==> config.mk <==
export PLATFORM = sky130hd
export DESIGN_NAME = counter_freeze_gate
export DESIGN_NICKNAME = d
export VERILOG_FILES = /design/src/rtl/freeze_gate_pkg.sv /design/src/rtl/fg_phase_track.sv /design/src/rtl/fg_access_decode.sv /design/src/rtl/fg_freeze_fsm.sv /design/src/rtl/counter_freeze_gate.sv
export SDC_FILE = /design/constraint.sdc
export NUM_CORES = 1
export LEC_CHECK = 0
export ABC_AREA = 1
export BUFFER_PORTS_ARGS = -buffer_cell sky130_fd_sc_hd__clkbuf_2
export CORE_MARGIN = 4
export CORE_UTILIZATION = 60
export CTS_BUF_LIST = sky130_fd_sc_hd__clkbuf_16
export DETAILED_ROUTE_END_ITERATION = 10
export GPL_TIMING_DRIVEN = 0
export MAX_ROUTING_LAYER = met4
export PLACE_DENSITY = 0.78
export SYNTH_ARGS = -nofsm -noshare
export SYNTH_HDL_FRONTEND = slang
export SYNTH_HIERARCHICAL = 1
export SYNTH_SLANG_ARGS = --single-unit
==> constraint.sdc <==
create_clock -name clk -period 1.7 [get_ports clk]
set_input_delay 0.17 -clock clk [delete_from_list [all_inputs] [get_ports clk]]
set_output_delay 0.17 -clock clk [all_outputs]
set_load 0.01 [all_outputs]
==> src/rtl/freeze_gate_pkg.sv <==
package freeze_gate_pkg;

    // Width of the host register index and the indices with special meaning.
    localparam int unsigned ACC_IDX_W   = 3;
    localparam int unsigned IDX_EXEMPT  = 7;
    localparam int unsigned IDX_RELEASE = 1;
    localparam int unsigned IDX_SECONDS = 2;

    typedef enum logic [1:0] {
        FG_IDLE  = 2'd0,
        FG_ARMED = 2'd1,
        FG_HELD  = 2'd2
    } fg_state_e;

    // Phase information derived from the one-second wave.
    typedef struct packed {
        logic fall;   // falling edge detected this cycle
        logic win_a;  // inside the arming window
    } ph_info_t;

    // Decoded host access.
    typedef struct packed {
        logic arm_qual;    // access that may arm the freeze
        logic release_wr;  // write to the release index
    } acc_req_t;

    function automatic logic idx_is(input logic [ACC_IDX_W-1:0] idx,
                                    input int unsigned          ref_idx);
        return idx == ACC_IDX_W'(ref_idx);
    endfunction

endpackage

==> src/rtl/fg_phase_track.sv <==
module fg_phase_track
    import freeze_gate_pkg::*;
#(
    parameter int unsigned QTR_LOG2 = 12
) (
    input  logic     clk,
    input  logic     rst,
    input  logic     wave_i,
    output ph_info_t ph_o
);
    localparam int unsigned CW  = QTR_LOG2 + 1;
    localparam int unsigned QTR = 1 << QTR_LOG2;

    logic          w_cur, w_prev;
    logic [CW-1:0] ph_cnt;
    logic          change;

    assign change = w_cur ^ w_prev;

    always_ff @(posedge clk) begin
        if (rst) begin
            w_cur  <= 1'b0;
            w_prev <= 1'b0;
            ph_cnt <= '0;
        end else begin
            w_cur  <= wave_i;
            w_prev <= w_cur;
            if (change)
                ph_cnt <= CW'(1);
            else if (ph_cnt != CW'(QTR))
                ph_cnt <= ph_cnt + CW'(1);
        end
    end

    always_comb begin
        ph_o.fall  = w_prev & ~w_cur;
        ph_o.win_a = w_cur & ~change & (ph_cnt == CW'(QTR));
    end

    // a falling edge is reported for one cycle only
    assert_fall_single_R1: assert property (@(posedge clk) disable iff (rst)
        ph_o.fall |=> !ph_o.fall);

    // the arming window never opens while the wave is low
    assert_window_high_only_R6: assert property (@(posedge clk) disable iff (rst)
        ph_o.win_a |-> w_cur);

endmodule

==> src/rtl/fg_access_decode.sv <==
module fg_access_decode
    import freeze_gate_pkg::*;
(
    input  logic                 clk,
    input  logic                 rst,
    input  logic                 stb_i,
    input  logic [ACC_IDX_W-1:0] idx_i,
    input  logic                 wr_i,
    output acc_req_t             req_o,
    output logic                 presc_clr_o
);
    logic sec_wr;

    always_comb begin
        req_o.arm_qual   = stb_i & ~idx_is(idx_i, IDX_EXEMPT);
        req_o.release_wr = stb_i & wr_i & idx_is(idx_i, IDX_RELEASE);
        sec_wr           = stb_i & wr_i & idx_is(idx_i, IDX_SECONDS);
    end

    always_ff @(posedge clk) begin
        if (rst) presc_clr_o <= 1'b0;
        else     presc_clr_o <= sec_wr;
    end

    // a seconds write requests a prescaler clear on the next edge
    assert_sec_write_clears_R8: assert property (@(posedge clk) disable iff (rst)
        (stb_i && wr_i && idx_i == ACC_IDX_W'(IDX_SECONDS)) |=> presc_clr_o);

    // no other access requests a prescaler clear
    assert_no_stray_clear_R8: assert property (@(posedge clk) disable iff (rst)
        !(stb_i && wr_i && idx_i == ACC_IDX_W'(IDX_SECONDS)) |=> !presc_clr_o);

endmodule

==> src/rtl/fg_freeze_fsm.sv <==
module fg_freeze_fsm
    import freeze_gate_pkg::*;
#(
    parameter int unsigned QTR_LOG2 = 12
) (
    input  logic      clk,
    input  logic      rst,
    input  ph_info_t  ph_i,
    input  acc_req_t  req_i,
    output logic      tick_o,
    output fg_state_e state_o
);
    localparam int unsigned CW  = QTR_LOG2 + 1;
    localparam int unsigned QTR = 1 << QTR_LOG2;

    fg_state_e     st, st_n;
    logic [CW-1:0] hold_cnt, hold_n;
    logic          tick_n;

    always_comb begin
        st_n   = st;
        hold_n = hold_cnt;
        tick_n = 1'b0;
        unique case (st)
            FG_IDLE: begin
                if (ph_i.fall)
                    tick_n = 1'b1;
                else if (req_i.arm_qual && ph_i.win_a)
                    st_n = FG_ARMED;
            end
            FG_ARMED: begin
                if (ph_i.fall) begin
                    st_n   = FG_HELD;
                    hold_n = CW'(1);
                end
            end
            FG_HELD: begin
                if (ph_i.fall) begin
                    // release the older edge now, hold the new one afresh
                    tick_n = 1'b1;
                    hold_n = CW'(1);
                end else if (req_i.release_wr || hold_cnt == CW'(QTR)) begin
                    tick_n = 1'b1;
                    st_n   = FG_IDLE;
                    hold_n = '0;
                end else begin
                    hold_n = hold_cnt + CW'(1);
                end
            end
            default: begin
                st_n   = FG_IDLE;
                hold_n = '0;
            end
        endcase
    end

    always_ff @(posedge clk) begin
        if (rst) begin
            st       <= FG_IDLE;
            hold_cnt <= '0;
            tick_o   <= 1'b0;
        end else begin
            st       <= st_n;
            hold_cnt <= hold_n;
            tick_o   <= tick_n;
        end
    end

    assign state_o = st;

    // an unheld falling edge ticks on the next edge
    assert_idle_edge_ticks_R1: assert property (@(posedge clk) disable iff (rst)
        (st == FG_IDLE && ph_i.fall) |=> tick_o);

    // an armed edge is held back
    assert_armed_edge_held_R2: assert property (@(posedge clk) disable iff (rst)
        (st == FG_ARMED && ph_i.fall) |=> (!tick_o && st == FG_HELD));

    // the hold ends after a quarter second
    assert_hold_expires_R3: assert property (@(posedge clk) disable iff (rst)
        (st == FG_HELD && !ph_i.fall && hold_cnt == CW'(QTR)) |=> (tick_o && st == FG_IDLE));

    // a release write lets the held tick out at once
    assert_release_write_R4: assert property (@(posedge clk) disable iff (rst)
        (st == FG_HELD && !ph_i.fall && req_i.release_wr) |=> (tick_o && st == FG_IDLE));

    // a new edge while holding releases the old one and stays held
    assert_edge_while_held_R7: assert property (@(posedge clk) disable iff (rst)
        (st == FG_HELD && ph_i.fall) |=> (tick_o && st == FG_HELD));

    // the hold count never passes a quarter second
    assert_hold_bounded_R7: assert property (@(posedge clk) disable iff (rst)
        hold_cnt <= CW'(QTR));

endmodule

==> src/rtl/counter_freeze_gate.sv <==
module counter_freeze_gate
    import freeze_gate_pkg::*;
#(
    parameter int unsigned QTR_LOG2 = 12
) (
    input  logic                 clk,
    input  logic                 rst,
    input  logic                 sec_wave_i,
    input  logic                 acc_stb_i,
    input  logic [ACC_IDX_W-1:0] acc_idx_i,
    input  logic                 acc_wr_i,
    output logic                 tick_o,
    output logic                 presc_clr_o
);
    ph_info_t  ph;
    acc_req_t  req;
    fg_state_e fsm_state;

    fg_phase_track #(.QTR_LOG2(QTR_LOG2)) u_phase (
        .clk    (clk),
        .rst    (rst),
        .wave_i (sec_wave_i),
        .ph_o   (ph)
    );

    fg_access_decode u_decode (
        .clk         (clk),
        .rst         (rst),
        .stb_i       (acc_stb_i),
        .idx_i       (acc_idx_i),
        .wr_i        (acc_wr_i),
        .req_o       (req),
        .presc_clr_o (presc_clr_o)
    );

    fg_freeze_fsm #(.QTR_LOG2(QTR_LOG2)) u_fsm (
        .clk     (clk),
        .rst     (rst),
        .ph_i    (ph),
        .req_i   (req),
        .tick_o  (tick_o),
        .state_o (fsm_state)
    );

    // accesses to the exempt index leave an idle gate idle
    assert_exempt_never_arms_R5: assert property (@(posedge clk) disable iff (rst)
        (fsm_state == FG_IDLE && acc_stb_i && acc_idx_i == ACC_IDX_W'(IDX_EXEMPT))
        |=> fsm_state == FG_IDLE);

    // accesses outside the arming window leave an idle gate idle
    assert_outside_window_R6: assert property (@(posedge clk) disable iff (rst)
        (fsm_state == FG_IDLE && acc_stb_i && !ph.win_a) |=> fsm_state == FG_IDLE);

endmodule

* Word-level counts from Yosys, hierarchy flattened *
Index checks and enable logic that the tools add are counted.

cells by class
  add/sub/neg operators = 2
  $mul = 0
  div/mod/pow operators = 0
  magnitude comparators = 0
  eq/ne operators = 13
  shift operators = 0
  mux-type cells = 16
  bitwise gates (word level) = 12
  reduce and logical (&&, ||, !) cells = 7

operators with widths
  cell                                                                   count
  13-bit two-way mux                                                     3
  13-bit case mux with 3 select lines                                    1
  13-bit by 1-bit adder with 13-bit output, second input constant        2
  13-bit equality test, second input constant                            2
  13-bit != test, second input constant                                  1
  2-bit two-way mux                                                      5
  1-bit bitwise AND                                                      7
  2-bit != test, second input constant                                   3
  2-bit case mux with 3 select lines                                     1
  1-bit two-way mux                                                      5
  5-bit AND reduction                                                    1
  2-bit by 1-bit != test with 1-bit output, second input constant        2
  1-bit inverter                                                         4
  3-bit by 1-bit equality test with 1-bit output, second input constant  1
  3-bit by 2-bit equality test with 1-bit output, second input constant  1
  3-bit equality test, second input constant                             1
  2-bit by 1-bit equality test with 1-bit output, second input constant  1
  2-bit equality test, second input constant                             1
  2-bit logical NOT                                                      1
  1-bit case mux with 2 select lines                                     1
  2-bit AND reduction                                                    1
  2-bit nonzero test                                                     1
  2-bit OR reduction                                                     1
  1-bit logical AND                                                      1
  other kinds (2)                                                        2

word-level totals
  bits in registers = 32
  latch bits = 0
  RAM bits = 0
  ROM bits = 0
  input bits = 8
  output and inout port bits = 2
  logic and storage cells = 58
  memories kept = 0

* Depth between registers and ports, before layout *
Gate-level depths: netlist of run 1.

  depth after elaboration = 8
  mapped depth = 12
  depth with buffers taken out = 12

* Cells and area by module *
The synthesis of run 1 kept the hierarchy.

by module, submodules not included
  module            times used  cells an instance  area an instance (µm²)  sequential area each (µm²)
  fg_freeze_fsm     1           165                1102.3                  320.3
  fg_phase_track    1           115                802.0                   300.3
  fg_access_decode  1           12                 66.3                    20.0

* Worst setup path before layout of run 1 *
OpenSTA, ideal clock, no wires.

  path type = register -> register
  start = register u_phase.ph_cnt[0]
  end = register u_fsm.st[0], in the netlist u_fsm/state_o[0]
  setup time = 130 ps
  data arrival time = 1454 ps
  data required time = 1570 ps
  slack = 116 ps
  stages on the path, launching flop included = 11
  path buffers = 0
  period minus slack after synthesis = 1584 ps
  path through = dfxtp_1 inv_1 ha_1 nand2_1 nor3_1 and3_1 a21oi_1 nor3b_1 nand2_1 nand2_1 a21oi_1

RTL lines
  element                   RTL line              source
  start: declaration        fg_phase_track.sv:15  logic [CW-1:0] ph_cnt;
  start signal: assignment  fg_phase_track.sv:31  ph_cnt <= ph_cnt + CW'(1);
  end signal: assignment    fg_freeze_fsm.sv:63   st <= st_n;
  end: declaration          fg_freeze_fsm.sv:16   fg_state_e st, st_n;

==> results of run 1 <==
-- kinds of logic after synthesis --
group	after synthesis	share of synthesized area (%)
AO/OA/AOI/OAI	27	6.92
XOR/XNOR	5	2.22
adder cells (fa/ha/maj)	9	5.71
buffers and inverters	46	9.27
flip-flops	32	32.5
AND/OR/NAND/NOR	173	43.4
-- layer usage --
| metal | global-route usage (%) | part of all wire, % | vias to the layer above |
|---|---|---|---|
| met3 | 4.44 | 5.1 | 4 |
| met1 | 28.9 | 49 | 839 |
| li1 | - | - | 968 |
| met5 | - | 0 | - |
| met2 | 32.6 | 45 | 47 |
| met4 | 8.03 | 0.90 | 0 |
-- worst max path at each step --
stage / from / endpoint / cells after the start
5_1_grt: u_phase/ph_cnt[0] / u_fsm/state_o[1] / 10
3_3_place_gp: u_phase/ph_cnt[0] / u_fsm/state_o[1] / 10
3_5_place_dp: u_phase/ph_cnt[0] / u_fsm/state_o[1] / 10
2_1_floorplan: u_phase/ph_cnt[0] / u_fsm/state_o[0] / 10
6_report: u_phase/ph_cnt[0] / u_fsm/state_o[1] / 10
4_1_cts: u_phase/ph_cnt[0] / u_fsm/state_o[1] / 10
-- power by group --
part	switching (mW)	internal [mW]	total, mW
Clock	0.302	0.525	0.827
Sequential	0.00754	0.759	0.767
Combinational	0.0654	0.0512	0.117
-- synthesized netlist by cell type, types with 4 or more instances --
master	number
ha_1	9
inv_1	39
nor2_4	4
o21ai_0	10
nand4_1	8
nand3_1	20
nand3_2	4
nor2_1	56
dfxtp_1	32
a21oi_1	16
nor3_1	8
nand2_1	52
nor2_2	6
nand2_2	5
-- cell type report --
cell class / count / area [µm²]
multi-input combinational: 214 / 1190
fill: 260 / 813
sequential: 32 / 648
inverter: 44 / 168
clock buffer: 5 / 125
timing repair buffer: 14 / 82.6
tap: 44 / 55.1
buffer: 2 / 15.0
clock inverter: 2 / 8.76
-- repair_timing --
item,4_1_cts,5_1_grt
pin swaps,1,7
endpoints found under the setup margin,2,15
gates resized for setup,2,15
endpoints found under the hold margin,0,0
buffers inserted,0,5
-- flip-flops by register name, indices dropped and copies added (netlist names) --
name,flops
u_fsm/hold_cnt,13
u_phase/w_cur,1
u_decode/presc_clr_o,1
u_fsm/state_o,2
u_phase/w_prev,1
u_fsm/tick_o,1
u_phase/ph_cnt,13
-- critical path, delay by kind of cell, from the launching register on --
kind	cells	cell delay (ns)
compound gates	2	0.12
fa+ha+maj	1	0.13
buf+inv	1	0.06
flops	1	0.35
simple gates	6	0.87
-- metrics by stage --
stage / setup slack [ns] / total power, mW / hold slack [ns] / instances / util [%]
2_1_floorplan: 0.116 / 0.835 / 0.239 / 292 / -
3_3_place_gp: -0.108 / 0.861 / 0.365 / 345 / 66.7
3_5_place_dp: -0.139 / 0.862 / 0.367 / 345 / 66.7
4_1_cts: 0.00315 / 1.69 / 0.0854 / 352 / 71.4
5_1_grt: -0.0670 / 1.77 / 0.105 / 357 / 73.8
6_report: 0.0275 / 1.71 / 0.0875 / 357 / 73.8
==> impl_metrics.toml, run 1 <==
[status]
status = "finished clean"

[power]
leakagePower_nw = 0.921
pwr_density_cell_nw_per_um2 = 747
peakVddDrop_mv = 0.579

[setup_path]
cpPeakStageDelay_ns = 0.35
cp_max_fo = 3
slowest_stage = "dfxtp_4"
cp-end-kind = "flop"
critPathRequiredTime_ns = 1.83
r2r_setup_slack_ns = 0.03
r2r_end = "u_fsm/state_o[1]"
reg2regPathDepth = 10
cp-start-kind = "flop"
crit_type = "reg2reg"
critPathArrivalTime_ns = 1.81
cpMostUsedCell = "nand2_1"
worstReg2RegStart = "u_phase/ph_cnt[0]"
cp_cell_sequence = "inv_2 > ha_4 > nand2_2 > nor3_2 > and3_1 > a21oi_2 > nor3b_2 > nand2_1 > nand2_1 > a21oi_1"

[synthesis]
synth_area_leader_cell = "dfxtp_1"
syn_area_per_cell_um2 = 6.75
yosys_warnings = 6
async_flop_share_pct = 0
syn_inst = 292
synth_flop_cell = "dfxtp_1"
ys_types = 27
synth_edf_count = 0
netlist_area_um2 = 1970
ys_seq_elements = 32
synth_nets = 309
yosysSeqAreaShare_pct = 32.5
synth_area_leaders = "dfxtp_1 (33%), nor2_1 (11%), nand2_1 (9.9%), inv_1 (7.4%), ha_1 (5.7%)"
synth_top_area_share_pct = 32.5

[timing]
setup_viol = 0
setup_tns_ns = 0
fmax_mhz = 598
fin_crit_ns = 1.67
slew_viol_final = 0
rsz0062_at_grt = "yes"
max-slew-margin-rel_pct = 67.8
clock_skew_ns = 0.00488
fin_crit_sh_pct = 98.4
tightest_slew_ns = 0.484
hold_viol = 0

[flow_run]
cap_viol_max_count = 0

[cts]
cts_max_level = 2
worstSkewPairLatency_ns = 0.27
cts_sinks = 32
cts_root_buffer = "clkbuf_16"
cts_tree = "built"
cts_inserted_buffers = 5
cts_buffer_depth = 2
ctsHoldBuffers = 0
clk_pin_slew_ns = 0.05

[grt]
grt_max_degree = 11
grt_pass1_wl_um = 7180
gr-usage-all-layers_pct = 21.7
antenna_found_initial = 0
gr-total-overflow = 0
grt_pass1_vias = 1691

[die]
pin_count = 10
die_area_um2 = 4270
rows = 20
die_x_um = 65.3
start_util_pct = 63.5
core_um2 = 3100
die_h_um = 65.3

[cells_and_area]
mostFrequentLayoutCell = "nor2_1"
design_area_um2 = 2290
area_delta_synth_final_pct = 16.2
drive_above_1_share_pct = 20.4
nets = 330
final_cell_mix = "nor2_1 (54), nand2_1 (51), inv_1 (36)"
diodes = 0

[worst_hold_path]
hold_path.class = "in2reg"
holdCritStartpoint = "sec_wave_i"
whs_path_depth = 3
hold_path_end = "u_phase/w_cur"

[routing]
routed_via_density = 5.20
initialDrtViolationCount = 144
num_vias = 1858
wl_um = 4120
avgRoutedWirePerCell_um = 11.5
drtAntennaViolNets = 0
drt_first_pass_iters = 4
drc = 0

[place]
place.gp.congestion = 0.867
placed_area_um2 = 2070
hpwl_um = 2970
io_buffers = 9
(Power assumes the default switching activity.)
==> inputs of run 2 (changes only) <==
--- a/config.mk
+++ b/config.mk
@@ -14,6 +14,7 @@
 export GPL_TIMING_DRIVEN = 0
 export MAX_ROUTING_LAYER = met4
 export PLACE_DENSITY = 0.78
+export REMOVE_ABC_BUFFERS = 1
 export SYNTH_ARGS = -nofsm -noshare
 export SYNTH_HDL_FRONTEND = slang
 export SYNTH_HIERARCHICAL = 1
==> constraint.sdc (replaced) <==
create_clock -name clk -period 1.9 [get_ports clk]
set_input_delay 0.19 -clock clk [delete_from_list [all_inputs] [get_ports clk]]
set_output_delay 0.19 -clock clk [all_outputs]
set_load 0.01 [all_outputs]
==> run 2 against run 1 <==
  * Non-clock buffer count is 7 lower
  * First-iteration DRC count is 42% higher
  * Clock skew is 0.00075 ns lower
  * Cell count is 1.7% lower
  * Die area stayed put
  * Via count is 2.7% lower
  * Largest cell class unchanged
  * Highest routed layer unchanged
==> impl_metrics.toml, run 2 (synthesis gave the netlist of run 1 again) <==
[status]
status = "finished clean"

[grt]
grt_use_met3_pct = 4.10
grt_pass1_wl_um = 7010
antenna_found_initial = 0
grt_pass1_vias = 1620
gr-usage-all-layers_pct = 21.2
gr-total-overflow = 0
grt_max_degree = 15
use_met1_pct = 28.0
grt.busiest_layer = "met2"
met2_usage_pct = 32.5

[routing]
avgRoutedWirePerCell_um = 11.4
drtAntennaViolNets = 0
initialDrtViolationCount = 205
routed_via_density = 5.15
num_vias = 1808
wl_um = 4000
drc = 0
drt_first_pass_iters = 4

[die]
start_util_pct = 63.5
pin_count = 10
core_um2 = 3100
die_area_um2 = 4270
rows = 20
die_h_um = 65.3
die_x_um = 65.3

[cts]
clk_pin_slew_ns = 0.05
ctsResizeCount = 0
cts_max_level = 2
worstSkewPairLatency_ns = 0.27
cts_sinks = 32
cts_buffer_depth = 2
cts_inserted_buffers = 5
post_cts_buffers = 0
ctsHoldBuffers = 0
cts_tree = "built"
cts_root_buffer = "clkbuf_16"

[cells_and_area]
mostFrequentLayoutCell = "nor2_1"
diodes = 0
nets = 323
final_cell_mix = "nor2_1 (56), nand2_1 (52), inv_1 (40)"
area_delta_synth_final_pct = 12.9
drive_above_1_share_pct = 15.3

[flow_run]
cap_viol_max_count = 0

[power]
pwr_density_cell_nw_per_um2 = 738
leakagePower_nw = 0.886
peakVddDrop_mv = 0.511

[setup_path]
critPathRequiredTime_ns = 2.05
r2r_setup_slack_ns = 0.21
worstReg2RegStart = "u_phase/ph_cnt[0]"
r2r_end = "u_fsm/state_o[1]"
crit_type = "reg2reg"
reg2regPathDepth = 10
cp-end-kind = "flop"
critPathArrivalTime_ns = 1.84
cp_max_fo = 5
cp-start-kind = "flop"

[worst_hold_path]
hold_path.class = "in2reg"
hold_path_end = "u_phase/w_cur"
holdCritStartpoint = "sec_wave_i"
whs_path_depth = 3

[timing]
worst_hold_slack_ns = 0.104
hold_viol = 0
slew_viol_final = 0
rsz0062_at_grt = "no"
fin_crit_sh_pct = 88.9
clock_skew_ns = 0.00413
setup_viol = 0
max-slew-margin-rel_pct = 69.8
fmax_mhz = 592
fin_crit_ns = 1.69
setup_tns_ns = 0
tightest_slew_ns = 0.452

[place]
hpwl_um = 2900
place.gp.congestion = 0.874
io_buffers = 9
run 2: cell types whose count changed in the layout (fill, tap and decap cells not counted), sizes merged:
cell    previous run  this run
buf                7         0
bufinv             0         1
run 2: through the flow:
| step | power [mW] | std cells | worst slack [ns] | utilization (%) | instance area, µm² |
|---|---|---|---|---|---|
| detailed placement | 0.771 | 343 | 0.107 | 66.3 | 2060 |
| finish | 1.64 | 351 | 0.211 | 71.7 | 2220 |
| global placement | 0.769 | 343 | 0.0994 | 66.3 | 2060 |
| CTS | 1.66 | 351 | 0.0910 | 71.5 | 2220 |
| floorplan | 0.745 | 290 | 0.330 | - | 1960 |
| global route | 1.71 | 351 | 0.0342 | 71.7 | 2220 |
run 2: worst max-delay path by stage:
| stage | from | endpoint | slack, ns | depth (start not counted) |
|---|---|---|---|---|
| after floorplan | u_phase/ph_cnt[0] | u_fsm/state_o[1] | 0.33 | 10 |
| after global placement | u_phase/ph_cnt[0] | u_fsm/state_o[0] | 0.1 | 10 |
| after detailed placement | u_phase/ph_cnt[0] | u_fsm/state_o[1] | 0.11 | 10 |
| after CTS | u_phase/ph_cnt[0] | u_fsm/state_o[1] | 0.09 | 10 |
| after global routing | u_phase/ph_cnt[0] | u_fsm/state_o[0] | 0.03 | 10 |
| final | u_phase/ph_cnt[0] | u_fsm/state_o[1] | 0.21 | 10 |
run 2: cell type report:
| class | count | area (µm²) |
|---|---|---|
| clock inverter | 3 | 38.8 |
| inverter | 44 | 168 |
| tap | 44 | 55.1 |
| multi-input combinational | 214 | 1150 |
| fill | 298 | 878 |
| timing repair buffer | 9 | 45.0 |
| clock buffer | 5 | 125 |
| sequential | 32 | 641 |
run 2: where the power goes:
part,internal (mW),switching [mW],leakage [nW],total [mW]
Sequential,0.679,0.00787,0.259,0.687
Combinational,0.0252,0.0457,0.543,0.0709
Clock,0.610,0.274,0.0850,0.884
Total,1.31,0.328,0.886,1.64
run 2: critical path, cell delays in order, from the launching register on:
cell and delay [ns]:
dfxtp_1 0.35, inv_1 0.08, ha_1 0.16, nand2_1 0.05, nor3_1 0.20, and3_1 0.20, a21oi_1 0.08, nor3b_2 0.23
nand2_1 0.10, nand2_1 0.06, a21oi_1 0.05
run 2: routing by layer:
layer | share of wire [%] | routed length [µm]
met1 | 49 | 1960
met2 | 44 | 1780
met4 | 0.87 | 35
met5 | 0 | 0
met3 | 5.7 | 228
